File: config.mk
export PLATFORM = sky130hd
export DESIGN_NAME = csc_matrix
export DESIGN_NICKNAME = d
export VERILOG_FILES = /design/src/rtl/csc_pkg.sv /design/src/rtl/csc_coef_bank.sv /design/src/rtl/csc_row.sv /design/src/rtl/csc_flow.sv /design/src/rtl/csc_matrix.sv
export SDC_FILE = /design/constraint.sdc
export NUM_CORES = 2
export LEC_CHECK = 0
export CELL_PAD_IN_SITES_DETAIL_PLACEMENT = 2
export CELL_PAD_IN_SITES_GLOBAL_PLACEMENT = 2
export CORE_ASPECT_RATIO = 0.5
export CORE_MARGIN = 2
export CORE_UTILIZATION = 43
export CTS_CLUSTER_SIZE = 8
export DETAILED_ROUTE_END_ITERATION = 12
export GPL_TIMING_DRIVEN = 0
export PLACE_DENSITY_LB_ADDON = 0.1
export SYNTH_ARGS = -nofsm -noshare
export SYNTH_HDL_FRONTEND = slang
export SYNTH_HIERARCHICAL = 1
export SYNTH_SLANG_ARGS = --single-unit
File: constraint.sdc
create_clock -name clk -period 10.2 [get_ports clk]
set_input_delay 2.04 -clock clk [delete_from_list [all_inputs] [get_ports clk]]
set_output_delay 2.04 -clock clk [all_outputs]
set_load 0.005 [all_outputs]
File: src/rtl/csc_pkg.sv
// Shared constants and the reset-time matrix for the colour converter.
// Assumes 14-bit coefficient words; multiplier words are stored sign-extended.
package csc_pkg;
    localparam int ROWS   = 3;
    localparam int COLS   = 4;
    localparam int NWORD  = ROWS * COLS;
    localparam int ADDR_W = 4;

    // Reset-time word for a given address (BT.601 limited to full range).
    function automatic logic [13:0] dflt_word(input int idx);
        case (idx)
            0:  return 14'h04A7;
            1:  return 14'h1E6F;
            2:  return 14'h1CBF;
            3:  return 14'h0877;
            4:  return 14'h04A7;
            5:  return 14'h0000;
            6:  return 14'h0662;
            7:  return 14'h3211;
            8:  return 14'h04A7;
            9:  return 14'h0812;
            10: return 14'h0000;
            11: return 14'h2EB1;
            default: return 14'h0000;
        endcase
    endfunction
endpackage

File: src/rtl/csc_coef_bank.sv
// Twelve-word matrix store with a single write port.
// Multiplier slots keep the sign-extended low CW bits of the write data;
// constant slots (address bits [1:0] == 3) keep all KW bits.
// Out-of-range addresses are dropped.
module csc_coef_bank import csc_pkg::*; #(
    parameter int CW = 13,
    parameter int KW = 14
) (
    input  logic                        clk,
    input  logic                        rst_n,
    input  logic                        cfg_we,
    input  logic [ADDR_W-1:0]           cfg_addr,
    input  logic [KW-1:0]               cfg_wdata,
    output logic [NWORD-1:0][KW-1:0]    words
);
    localparam logic [ADDR_W-1:0] LAST = ADDR_W'(NWORD - 1);

    // Bring a raw word to the stored form for its column.
    function automatic logic [KW-1:0] fit(input logic is_const, input logic [KW-1:0] d);
        logic signed [CW-1:0] m;
        m = $signed(d[CW-1:0]);
        return is_const ? d : KW'(m);
    endfunction

    // Load defaults on reset; accept in-range writes afterwards.
    always_ff @(posedge clk) begin
        if (!rst_n) begin
            for (int i = 0; i < NWORD; i++)
                words[i] <= fit(i % COLS == COLS - 1, KW'(dflt_word(i)));
        end else if (cfg_we && cfg_addr <= LAST) begin
            words[cfg_addr] <= fit(cfg_addr[1:0] == 2'b11, cfg_wdata);
        end
    end

    // writes beyond the last word leave every word untouched.
    a_r10_ignore: assert property (@(posedge clk) disable iff (!rst_n)
        cfg_we && cfg_addr > LAST |=> $stable(words));

    // a constant-slot write lands exactly where addressed.
    a_r2_write: assert property (@(posedge clk) disable iff (!rst_n)
        cfg_we && cfg_addr <= LAST && cfg_addr[1:0] == 2'b11
        |=> words[$past(cfg_addr)] == $past(cfg_wdata));
endmodule

File: src/rtl/csc_row.sv
// One output channel: three products plus a scaled constant, then
// round-half-up at the FRAC binary point and clamp to the sample range.
// Two register stages, both advancing only on adv. Assumes coefficient
// words arrive already sign-extended to KW bits.
module csc_row #(
    parameter int DW    = 8,
    parameter int KW    = 14,
    parameter int FRAC  = 10,
    parameter int KFRAC = 4
) (
    input  logic                 clk,
    input  logic                 rst_n,
    input  logic                 adv,
    input  logic [DW-1:0]        smp_y,
    input  logic [DW-1:0]        smp_u,
    input  logic [DW-1:0]        smp_v,
    input  logic [DW-1:0]        pass_in,
    input  logic                 byp_in,
    input  logic [3:0][KW-1:0]   coef,
    output logic [DW-1:0]        res
);
    localparam int PW = KW + DW + 1;
    localparam int AW = PW + 3;
    localparam logic signed [AW-1:0] HALF = AW'(1) <<< (FRAC - 1);
    localparam logic signed [AW-1:0] MAXV = AW'((1 << DW) - 1);

    logic signed [KW-1:0] cy, cu, cv, ck;
    logic signed [PW-1:0] py, pu, pv;
    logic signed [AW-1:0] acc_n, acc_q, rnd;
    logic [DW-1:0]        pass_q, sat;
    logic                 byp_q;

    // Multiply-accumulate for the pixel being accepted.
    always_comb begin
        cy = $signed(coef[0]);
        cu = $signed(coef[1]);
        cv = $signed(coef[2]);
        ck = $signed(coef[3]);
        py = PW'(cy) * PW'($signed({1'b0, smp_y}));
        pu = PW'(cu) * PW'($signed({1'b0, smp_u}));
        pv = PW'(cv) * PW'($signed({1'b0, smp_v}));
        acc_n = AW'(py) + AW'(pu) + AW'(pv) + (AW'(ck) <<< (FRAC - KFRAC));
    end

    // Stage A: hold the sum, the bypass flag and the pass-through lane.
    always_ff @(posedge clk) begin
        if (!rst_n) begin
            acc_q  <= '0;
            byp_q  <= 1'b0;
            pass_q <= '0;
        end else if (adv) begin
            acc_q  <= acc_n;
            byp_q  <= byp_in;
            pass_q <= pass_in;
        end
    end

    // Round to integer and saturate into the sample range.
    always_comb begin
        rnd = (acc_q + HALF) >>> FRAC;
        if (rnd[AW-1])
            sat = '0;
        else if (rnd > MAXV)
            sat = '1;
        else
            sat = rnd[DW-1:0];
    end

    // Stage B: select the matrix result or the untouched lane.
    always_ff @(posedge clk) begin
        if (!rst_n)
            res <= '0;
        else if (adv)
            res <= byp_q ? pass_q : sat;
    end

    // a bypassed pixel leaves exactly as it entered stage A.
    a_r7_bypass: assert property (@(posedge clk) disable iff (!rst_n)
        byp_q && adv |=> res == $past(pass_q));
endmodule

File: src/rtl/csc_flow.sv
// Valid tracking for the two-stage lockstep pipeline. The whole pipe
// advances when the output slot is empty or being drained.
module csc_flow (
    input  logic clk,
    input  logic rst_n,
    input  logic in_valid,
    input  logic out_ready,
    output logic in_ready,
    output logic adv,
    output logic out_valid
);
    logic v_a;

    // Advance condition shared by every stage.
    always_comb begin
        adv      = !out_valid || out_ready;
        in_ready = adv;
    end

    // Move valid bits one stage per advance.
    always_ff @(posedge clk) begin
        if (!rst_n) begin
            v_a       <= 1'b0;
            out_valid <= 1'b0;
        end else if (adv) begin
            v_a       <= in_valid;
            out_valid <= v_a;
        end
    end

    // a pixel in stage A reaches the output on the next advance.
    a_r8_latency: assert property (@(posedge clk) disable iff (!rst_n)
        v_a && adv |=> out_valid);
endmodule

File: src/rtl/csc_matrix.sv
// YUV to RGB converter top. Lanes 0..2 carry Y,U,V (or R,G,B when the
// pixel's bypass flag is set). Row 0 drives G, row 1 drives R, row 2 drives B.
// Latency is two accepted cycles in both modes.
module csc_matrix import csc_pkg::*; #(
    parameter int DW    = 8,
    parameter int CW    = 13,
    parameter int KW    = 14,
    parameter int FRAC  = 10,
    parameter int KFRAC = 4
) (
    input  logic              clk,
    input  logic              rst_n,
    input  logic              cfg_we,
    input  logic [ADDR_W-1:0] cfg_addr,
    input  logic [KW-1:0]     cfg_wdata,
    input  logic              in_valid,
    output logic              in_ready,
    input  logic              in_byp,
    input  logic [DW-1:0]     in_c0,
    input  logic [DW-1:0]     in_c1,
    input  logic [DW-1:0]     in_c2,
    output logic              out_valid,
    input  logic              out_ready,
    output logic [DW-1:0]     out_r,
    output logic [DW-1:0]     out_g,
    output logic [DW-1:0]     out_b
);
    logic [NWORD-1:0][KW-1:0] words;
    logic [2:0][DW-1:0]       lane;
    logic [ROWS-1:0][DW-1:0]  row_res;
    logic                     adv;

    assign lane = {in_c2, in_c1, in_c0};

    csc_coef_bank #(.CW(CW), .KW(KW)) u_bank (
        .clk(clk), .rst_n(rst_n), .cfg_we(cfg_we), .cfg_addr(cfg_addr),
        .cfg_wdata(cfg_wdata), .words(words)
    );

    csc_flow u_flow (
        .clk(clk), .rst_n(rst_n), .in_valid(in_valid), .out_ready(out_ready),
        .in_ready(in_ready), .adv(adv), .out_valid(out_valid)
    );

    for (genvar r = 0; r < ROWS; r++) begin : g_row
        // Bypass lane that feeds this row's colour: G<-1, R<-0, B<-2.
        localparam int PASS = (r == 0) ? 1 : ((r == 1) ? 0 : 2);
        csc_row #(.DW(DW), .KW(KW), .FRAC(FRAC), .KFRAC(KFRAC)) u_row (
            .clk(clk), .rst_n(rst_n), .adv(adv),
            .smp_y(lane[0]), .smp_u(lane[1]), .smp_v(lane[2]),
            .pass_in(lane[PASS]), .byp_in(in_byp),
            .coef(words[COLS*r+COLS-1 : COLS*r]),
            .res(row_res[r])
        );
    end

    assign out_g = row_res[0];
    assign out_r = row_res[1];
    assign out_b = row_res[2];

    // a stalled output pixel stays put.
    a_r9_hold: assert property (@(posedge clk) disable iff (!rst_n)
        out_valid && !out_ready |=> out_valid && $stable(out_r)
                                    && $stable(out_g) && $stable(out_b));
endmodule

==> flow_summary.toml <==
[setup_path]
worstPathArrival_ns = 10.35
cpMostUsedCell = "fa_1"
reg2reg_slack_ns = 2.33
cp-end-kind = "flop"
crit_type = "primary input to flop"
required_ns = 10.67
crit_fanout = 17
startpoint_type = "primary input"
crit_chain = "dlymetal6s2s_1 > clkbuf_1 > nand2_1 > inv_1 > fa_1 > inv_1 > fa_1 > fa_1 > inv_1 > fa_1 > fa_1 > fa_1 > inv_1 > fa_1 > inv_1 > ha_1 > clkbuf_1 > and3_1 > a31oi_1 > o211ai_1 > a221oi_1 > o41ai_1 > a211o_1"
crit_slowest_cell = "dlymetal6s2s_1"
critical_path.top_delay_family = "adder cells"
crit_buf_inv = 8
slowest_delay_ns = 1.04

[sta]
slew_headroom = 0.00901
min_period_over_period = 0.968
fmax_ghz = 0.101
fin_tns_setup_ns = 0
rsz0062_at_grt = "no"
min_period_ns = 9.87
worst_pin_slew_ns = 1.49
fin_skew_ns = 0.0464
final-setup-viol-count = 0
hold_violations = 0
slew_viol_final = 0
worst_hold_slack_ns = 0.470

[clock_network]
cts_buffers = 40
htree_levels = 2
cts_tree = "yes"
clock-sinks = 272
cts_hold_buffers = 0
cts_buffer_depth = 3
root_buffer = "clkbuf_16"
clkSlewWorstSetupHoldPaths_ns = 0.05
worstSkewPairLatency_ns = 0.61

[logic_synthesis]
synth_fp_nets = 7086
synth.area.mux_share = 0.0310
syn_area_um2 = 51800
synthCells = 5562
synth_adder_area_share = 0.521
synth_seq_area_share = 0.105
ys_top_cells_by_area = "fa_1 44%, inv_1 11%, dfxtp_1 11%, ha_1 8.3%, and2_1 8.2%"
yosysTopAreaCellShare = 0.437
yosys.area_share.simple = 0.159
synthArstFlopShare = 0
ys.flop_type = "dfxtp_1"
synth_cell_type_count = 93
synth-warning-count = 6
avgSynthCellArea_um2 = 9.31
synth-edff-count = 0
synth_common_cells = "1451 x inv_1, 1131 x fa_1, 681 x and2_1"
netlist.top_cell.by_area = "fa_1"
synth_xor_area_frac = 0.0118
synth-compound-area-share = 0.0531
synth.most_common_cell = "inv_1"
synth_top_family_by_area = "adder cells"
synth-seq-cells = 272

[route]
postRouteWirelength_um = 191000
drtAntennaViolNets = 0
drc = 0
route.vias.total = 38900
dr.pass1.iters = 5
drtIter0Drc = 1987
avgViaCountPerCell = 5.34
wl_per_cell_um = 26.2

[final_layout]
area.growth.synth_to_final_pct = 7.28
final_net_count = 7199
drive_gt1_frac = 0.0239
fillers = 12800
postLayoutCellArea_um2 = 55500
final_cells = 7285

[placed_design]
gp_congestion = 0.887
placedCellCount = 7225
dpl_cell_area_um2 = 54400
numPortBuffers = 71
dp_hpwl_um = 159000

[run]
max_cap_violations = 0

[floorplanning]
row_count = 89
ios = 74
die_w_um = 495
core_um2 = 119000
die_h_um = 249
dieArea_um2 = 123000
start_util = 0.436

[grt]
antenna_found_initial = 16
grt_overflow = 0
grt_max_degree = 17
grt_usage = 0.318
grt_pass1_vias = 47000
grt_first_pass_wirelength_um = 292000

[status]
status = "complete, no violations"

[min_path]
min_path_type = "flop to flop"
## per-layer routing
layer / wire, um / GRT usage
met1: 79300 / 0.406
met2: 96200 / 0.555
met3: 10200 / 0.0528
met4: 4920 / 0.0848
met5: 41 / 0
## cell type report
cell class / instances / area (um^2) / share of cell area
repair buffers: 71 / 626 / 0.0113
multi-input cells: 3669 / 40200 / 0.723
clock buffers: 43 / 1020 / 0.0184
well taps: 1592 / 1990 / 0.0359
flip-flops and latches: 272 / 5450 / 0.0980
clock inverters: 4 / 96.3 / 0.00173
diodes: 13 / 32.5 / 0.000586
plain buffers: 170 / 723 / 0.0130
inverters: 1451 / 5450 / 0.0981
## stage by stage
step	utilization	worst slack, ns
after floorplan	-	2.01
after global placement	0.459	-0.856
after detailed placement	0.458	-0.690
after CTS	0.468	0.0752
after global routing	0.468	0.0283
final	0.468	0.325
## sequential cells by signal (all words and copies together) (netlist names)
register	cells
g_row.u_row/acc_q	51
g_row.u_row/byp_q	3
g_row.u_row/pass_q	24
g_row.u_row/res	24
u_bank/words	168
u_flow/out_valid	1
u_flow/v_a	1
## cell families after synthesis
group	after synthesis
simple gates	1547
mux	160
flops	272
buf+inv	1621
compound gates	417
xor+xnor	69
fa+ha+maj	1476
## what timing repair did
item	in CTS	in global routing
buffers inserted	0	0
resized for setup	1	4
endpoints found under the setup margin	2	5
endpoints found under the hold margin	0	0
pin swaps	0	0
## cells in the final DEF (no fill, tap or decap), types with 28 or more instances in the layout
master,instances
nand2_1,555
xor2_1,28
nor2b_1,65
ha_1,345
dfxtp_1,272
o21ai_0,115
a21oi_1,72
and2_1,681
mux2i_1,157
inv_1,1451
nand3_1,55
o211ai_1,60
buf_2,37
xnor2_1,40
clkdlybuf4s50_1,48
nor2_1,55
clkbuf_1,134
fa_1,1131
clkbuf_16,40
## worst reg2reg max path: cells and delay by family (launching register included)
family | cells | cell delay (ns)
fa+ha+maj | 8 | 4.24
simple gates | 4 | 1.11
buf+inv | 7 | 1.08
compound gates | 3 | 0.97
flops | 1 | 0.34
## path summary, 6_finish.rpt
check | start | depth (start not counted) | end
worst max-delay path | in_c1[3] | 23 | g_row[2].u_row/acc_q[25]
worst min-delay path | u_bank/words[160] | 2 | u_bank/words[160]
worst max register to register | u_bank/words[125] | 22 | g_row[2].u_row/acc_q[25]
worst min register to register | u_bank/words[160] | 2 | u_bank/words[160]
Power is left out: the tool's default activity adds up to more than one toggle a clock period on the data nets, which glitch-free logic cannot reach.
